==> src/rtl/gpio_port_pkg.sv <==
package gpio_port_pkg;

  localparam int PORT_W = 8;
  localparam int IDX_W  = $clog2(PORT_W);

  typedef enum logic [1:0] {
    REG_DATA = 2'd0,
    REG_DIR  = 2'd1,
    REG_MODE = 2'd2,
    REG_STAT = 2'd3
  } reg_sel_e;

  typedef struct packed {
    logic empty_irq_en;
    logic full_irq_en;
    logic out_latched;
    logic in_latched;
  } mode_t;

  function automatic logic [PORT_W-1:0] put_bit(logic [PORT_W-1:0] word,
                                                logic [IDX_W-1:0]  idx,
                                                logic              val);
    logic [PORT_W-1:0] r;
    r      = word;
    r[idx] = val;
    return r;
  endfunction

  function automatic logic irq_level(logic full, logic empty, mode_t m);
    return (full & m.full_irq_en) | (empty & m.empty_irq_en);
  endfunction

endpackage

==> src/rtl/gpio_in_sync.sv <==
module gpio_in_sync #(
  parameter int WIDTH  = 8,
  parameter int STAGES = 2
) (
  input  logic             clk,
  input  logic             rst_n,
  input  logic [WIDTH-1:0] din,
  output logic [WIDTH-1:0] dout
);

  logic [WIDTH-1:0] stage [STAGES];

  for (genvar g = 0; g < STAGES; g++) begin : g_stage
    if (g == 0) begin : g_first
      always_ff @(posedge clk or negedge rst_n) begin
        if (!rst_n) stage[g] <= '0;
        else        stage[g] <= din;
      end
    end else begin : g_next
      always_ff @(posedge clk or negedge rst_n) begin
        if (!rst_n) stage[g] <= '0;
        else        stage[g] <= stage[g-1];
      end
    end
  end

  assign dout = stage[STAGES-1];

endmodule

==> src/rtl/gpio_mbox_flags.sv <==
module gpio_mbox_flags #(
  parameter int WIDTH = 8
) (
  input  logic             clk,
  input  logic             rst_n,
  input  logic             in_latched,
  input  logic             out_latched,
  input  logic             cap_stb,
  input  logic             data_rd,
  input  logic             data_wr,
  input  logic             take_ack,
  input  logic [WIDTH-1:0] din,
  output logic [WIDTH-1:0] hold,
  output logic             full,
  output logic             empty,
  output logic             capture_evt,
  output logic             drain_evt,
  output logic             fill_evt,
  output logic             taken_evt
);

  assign capture_evt = in_latched  & cap_stb;
  assign drain_evt   = in_latched  & data_rd;
  assign fill_evt    = out_latched & data_wr;
  assign taken_evt   = out_latched & take_ack;

  // Input side: a capture takes precedence over a drain in the same cycle.
  always_ff @(posedge clk or negedge rst_n) begin
    if (!rst_n) begin
      full <= 1'b0;
      hold <= '0;
    end else if (capture_evt) begin
      full <= 1'b1;
      hold <= din;
    end else if (drain_evt) begin
      full <= 1'b0;
    end
  end

  // Output side: a new write takes precedence over an acknowledge.
  always_ff @(posedge clk or negedge rst_n) begin
    if (!rst_n)         empty <= 1'b1;
    else if (fill_evt)  empty <= 1'b0;
    else if (taken_evt) empty <= 1'b1;
  end

endmodule

==> src/rtl/gpio_pin_regs.sv <==
module gpio_pin_regs
  import gpio_port_pkg::*;
(
  input  logic              clk,
  input  logic              rst_n,
  input  logic              byte_wr_out,
  input  logic              byte_wr_dir,
  input  logic              bit_wr,
  input  logic [IDX_W-1:0]  bit_idx,
  input  logic [PORT_W-1:0] wdata,
  output logic [PORT_W-1:0] out_q,
  output logic [PORT_W-1:0] dir_q
);

  always_ff @(posedge clk or negedge rst_n) begin
    if (!rst_n) begin
      out_q <= '0;
    end else if (byte_wr_out) begin
      out_q <= wdata;
    end else if (bit_wr) begin
      out_q <= put_bit(out_q, bit_idx, wdata[0]);
    end
  end

  always_ff @(posedge clk or negedge rst_n) begin
    if (!rst_n) begin
      dir_q <= '0;
    end else if (byte_wr_dir) begin
      dir_q <= wdata;
    end else if (bit_wr) begin
      dir_q <= put_bit(dir_q, bit_idx, wdata[1]);
    end
  end

endmodule

==> src/rtl/gpio_mailbox_port.sv <==
module gpio_mailbox_port
  import gpio_port_pkg::*;
#(
  parameter int ADDR_W      = 4,
  parameter int SYNC_STAGES = 2
) (
  input  logic              clk,
  input  logic              rst_n,
  input  logic              bus_sel,
  input  logic              bus_wr,
  input  logic [ADDR_W-1:0] bus_addr,
  input  logic [PORT_W-1:0] bus_wdata,
  output logic [PORT_W-1:0] bus_rdata,
  input  logic [PORT_W-1:0] pin_in,
  output logic [PORT_W-1:0] pin_out,
  output logic [PORT_W-1:0] pin_oe,
  input  logic              cap_stb,
  input  logic              take_ack,
  output logic              irq
);

  localparam int OFF_W = ADDR_W - 1;

  // Address decode: top address bit selects the per-pin window.
  logic              bit_region;
  logic [OFF_W-1:0]  reg_off;
  logic [IDX_W-1:0]  bit_idx;
  logic              bus_rd, bus_we;
  logic              hit_data, hit_dir, hit_mode, hit_stat;

  assign bit_region = bus_addr[ADDR_W-1];
  assign reg_off    = bus_addr[OFF_W-1:0];
  assign bit_idx    = bus_addr[IDX_W-1:0];
  assign bus_rd     = bus_sel & ~bus_wr;
  assign bus_we     = bus_sel &  bus_wr;
  assign hit_data   = ~bit_region & (reg_off == OFF_W'(REG_DATA));
  assign hit_dir    = ~bit_region & (reg_off == OFF_W'(REG_DIR));
  assign hit_mode   = ~bit_region & (reg_off == OFF_W'(REG_MODE));
  assign hit_stat   = ~bit_region & (reg_off == OFF_W'(REG_STAT));

  // Named events used by the bound checker.
  logic data_rd_evt, data_wr_evt, dir_wr_evt, mode_wr_evt, bit_wr_evt;
  assign data_rd_evt = bus_rd & hit_data;
  assign data_wr_evt = bus_we & hit_data;
  assign dir_wr_evt  = bus_we & hit_dir;
  assign mode_wr_evt = bus_we & hit_mode;
  assign bit_wr_evt  = bus_we & bit_region;

  mode_t mode_q;
  always_ff @(posedge clk or negedge rst_n) begin
    if (!rst_n)           mode_q <= '0;
    else if (mode_wr_evt) mode_q <= mode_t'(bus_wdata[$bits(mode_t)-1:0]);
  end

  logic [PORT_W-1:0] pin_sync;
  gpio_in_sync #(
    .WIDTH  (PORT_W),
    .STAGES (SYNC_STAGES)
  ) u_sync (
    .clk   (clk),
    .rst_n (rst_n),
    .din   (pin_in),
    .dout  (pin_sync)
  );

  gpio_pin_regs u_regs (
    .clk         (clk),
    .rst_n       (rst_n),
    .byte_wr_out (data_wr_evt),
    .byte_wr_dir (dir_wr_evt),
    .bit_wr      (bit_wr_evt),
    .bit_idx     (bit_idx),
    .wdata       (bus_wdata),
    .out_q       (pin_out),
    .dir_q       (pin_oe)
  );

  logic [PORT_W-1:0] hold_byte;
  logic full, empty;
  logic capture_evt, drain_evt, fill_evt, taken_evt;

  gpio_mbox_flags #(
    .WIDTH (PORT_W)
  ) u_flags (
    .clk         (clk),
    .rst_n       (rst_n),
    .in_latched  (mode_q.in_latched),
    .out_latched (mode_q.out_latched),
    .cap_stb     (cap_stb),
    .data_rd     (data_rd_evt),
    .data_wr     (data_wr_evt),
    .take_ack    (take_ack),
    .din         (pin_sync),
    .hold        (hold_byte),
    .full        (full),
    .empty       (empty),
    .capture_evt (capture_evt),
    .drain_evt   (drain_evt),
    .fill_evt    (fill_evt),
    .taken_evt   (taken_evt)
  );

  assign irq = irq_level(full, empty, mode_q);

  always_comb begin
    bus_rdata = '0;
    if (bus_rd) begin
      if (bit_region) begin
        bus_rdata[1] = pin_oe[bit_idx];
        bus_rdata[0] = pin_sync[bit_idx];
      end else if (hit_data) begin
        bus_rdata = mode_q.in_latched ? hold_byte : pin_sync;
      end else if (hit_dir) begin
        bus_rdata = pin_oe;
      end else if (hit_mode) begin
        bus_rdata[$bits(mode_t)-1:0] = mode_q;
      end else if (hit_stat) begin
        bus_rdata[2:0] = {irq, empty, full};
      end
    end
  end

endmodule

==> config.mk <==
export PLATFORM = sky130hd
export DESIGN_NAME = gpio_mailbox_port
export DESIGN_NICKNAME = d
export VERILOG_FILES = /design/src/rtl/gpio_port_pkg.sv /design/src/rtl/gpio_in_sync.sv /design/src/rtl/gpio_mbox_flags.sv /design/src/rtl/gpio_pin_regs.sv /design/src/rtl/gpio_mailbox_port.sv
export SDC_FILE = /design/constraint.sdc
export NUM_CORES = 1
export LEC_CHECK = 0
export BUFFER_PORTS_ARGS = -buffer_cell sky130_fd_sc_hd__buf_2
export CAP_MARGIN = 40
export CORE_MARGIN = 2
export CORE_UTILIZATION = 53
export CTS_CLUSTER_DIAMETER = 40
export CTS_CLUSTER_SIZE = 24
export DETAILED_ROUTE_END_ITERATION = 7
export HOLD_SLACK_MARGIN = 0.06
export MAX_ROUTING_LAYER = met4
export PLACE_DENSITY = 0.82
export SYNTH_ARGS = -nofsm -noshare
export SYNTH_HDL_FRONTEND = slang
export SYNTH_SLANG_ARGS = --single-unit
==> constraint.sdc <==
create_clock -name clk -period 1.76 [get_ports clk]
set_clock_uncertainty 0.05 [all_clocks]
set_input_delay 0 -clock clk [delete_from_list [all_inputs] [get_ports clk]]
set_output_delay 0 -clock clk [all_outputs]
set_load 0.1 [all_outputs]
==> run metrics <==
Final Critical Period 1.92 ns; NetSw 1.74 mW; IO Count 51; largest net degree at the start of global routing 25; DRC Markers 0; critical path class reg -> out; Worst Reg-to-Reg Cells 4; dpl hpwl 4000 um; PortBufs 50; hold path cells 3; slack of the worst reg-to-reg path 0.18 ns; grt ovf 0; Final Non-Filler Cells 332; Synth cell types 37; Synth Cell Area 2230 sq um; number of synthesized flops with an enable pin 0; clock tree root driver cell clkbuf_8; # diodes 0; All-Layer GR Usage 28.0%; synthesis-to-layout area growth 41.1%; DR pass1 iterations 4; HP Class in -> reg; initial antenna violation count 0; Leak 1.40 nW; vias per cell 5.82; arrival time worst endpoint 1.87 ns; die height 68.8 um; DR WL/cell 17.8 um; CP endpoint kind output pin; Internal 2.20 mW; power share of the combinational group 42.8%; worst-skew pair later-pin latency 0.31 ns; RSZ-0062 raised after global routing true; CTS tree built; Routed WL 5930 um; max-cap violation count 0; cell area after layout 3140 sq um; Rows 23; final worst-path cycle share 109%; Sw Ratio 44.2%; top_reg_cell synth dfrtp_1; routed via count 1,932; clock sink count 46; Peak Freq 522 MHz; Fin. Hold Viols 0; register area share after synthesis 51.7%; CP startpoint kind register; Syn Inst Count 201; PwrDens 1250 nW/um^2; global-route wire length before repair 9030 um; VDD IR max 898 uV; CP max FO 3; Starting Density 55.3%; Mapped Nets 227; synthesized area per cell 11.1 sq um; Async SR Flop Fraction 100%; clock share of power 20.4%; Slew headroom 63.7%; clk buf depth 2; Final setup viols 5; die area 4740 sq um; outcome finished, violations left; CTS Buf Count 5; nets 307; htree depth 2; most common cell after layout, fill and taps aside buf_2; Filler cells 245; Core Box Area 4030 sq um; placed cells 301; share of layout cells above drive strength 1 42.2%; warnings from Yosys 0; Max Slew Vio Count 0; post-placement cell area 2720 sq um; initial DRC count 151; CTS clk-pin slew, worst paths 0.09 ns; post-route ant nets 0; vias in the first global route 1,826; failing checks setup timing; most frequent cells in the layout 42 x buf_2, 36 x dfrtp_1, 22 x nor2_1; GP Congestion 0.876; setup ws final -0.155 ns; Die Width 68.8 um; worst slew pin tran 0.545 ns; Data required, critical path 1.71 ns; flops & latches, synth 46; Sequential Power Share 36.8%
-- Yosys cell counts, types with 2 or more instances --
cell / count / area [sq um]
a31oi_1: 4 / 25.0
a21oi_1: 22 / 110
nand2_1: 12 / 45.0
dfrtp_1: 45 / 1130
nand3_1: 3 / 15.0
nor2_1: 27 / 101
nor2b_1: 3 / 18.8
o22ai_1: 3 / 18.8
a22o_1: 2 / 17.5
o221ai_1: 2 / 17.5
buf_2: 5 / 25.0
mux4_2: 2 / 45.0
clkbuf_1: 2 / 7.51
nand2b_1: 4 / 25.0
mux2_2: 19 / 214
inv_1: 3 / 11.3
o21ai_0: 3 / 15.0
mux2i_1: 21 / 210
-- worst paths after layout --
check,startpoint,to
min reg2reg,u_sync.stage[15],u_sync.dout[7]
min in group asynchronous,rst_n,u_sync.stage[11]
max in group asynchronous,rst_n,u_regs.dir_q[5]
max,mode_q[0],bus_rdata[0]
max reg2reg,mode_q[0],u_flags.hold[6]
min,bus_addr[3],u_flags.full
-- power by group through the flow --
stage	logic, mW	clock network (mW)	registers [mW]
6_report	1.69	0.804	1.45
3_3_place_gp	1.53	0	1.45
4_1_cts	1.65	0.812	1.44
3_5_place_dp	1.56	0	1.46
5_1_grt	1.76	0.857	1.47
2_1_floorplan	0.513	0	2.15
-- sequential cells by signal, summed over array words and instances (netlist names) --
register,cells
u_regs.dir_q,8
u_regs.out_q,8
u_flags.hold,8
u_sync.dout,8
u_flags.full,1
u_flags.empty,1
u_sync.stage,8
mode_q,4
-- cells by family after synthesis --
family	share of synthesized area, %
compound gates	10.7
buf+inv	3.20
flops	51.7
mux	21.1
simple gates	13.3
-- routing by layer --
layer  up-vias  track usage [%]  routed length, um
met1       949             36.4               2480
li1        880                -                  -
met5         -                -                  0
met4         0             10.0                103
met2        93             43.0               2930
met3        10             6.98                405
-- cell type report --
type | instances | area, sq um | share of cell area [%]
Clock buffer | 5 | 68.8 | 2.19
Clock inverter | 3 | 43.8 | 1.39
Inverter | 3 | 11.3 | 0.358
Multi-Input combinational cell | 141 | 1080 | 34.5
Sequential cell | 46 | 1160 | 37.0
Tap cell | 50 | 62.6 | 1.99
Timing Repair Buffer | 84 | 708 | 22.5
-- worst max-delay path, stage by stage (launching register included) --
cell	delay (ns)
dfrtp_2	0.45
mux2_4	0.31
mux4_2	0.47
nand2_2	0.08
nand2_2	0.07
buf_12	0.17
-- metrics by stage --
| step | utilization (%) | total power, mW | hold slack [ns] | setup TNS (ns) | setup WS [ns] |
|---|---|---|---|---|---|
| CTS | 76.9 | 3.90 | 0.0816 | -0.333 | -0.134 |
| floorplan | - | 2.67 | -0.346 | 0 | 0.0263 |
| detailed placement | 67.5 | 3.02 | -0.0311 | 0 | 0.0413 |
| global route | 78.0 | 4.09 | 0.0847 | -0.569 | -0.200 |
| finish | 78.0 | 3.94 | 0.0856 | -0.358 | -0.155 |
| global placement | 67.5 | 2.98 | -0.0419 | 0 | 0.113 |
-- timing repair --
action                                  CTS  global route
resized for setup                        15             9
hold buffers                             20             0
pin swaps                                 3             4
endpoints found under the setup margin    4             8
setup buffers                             2             2
hold endpoints to repair                 75             0
Power figures use the tool's default switching activity.
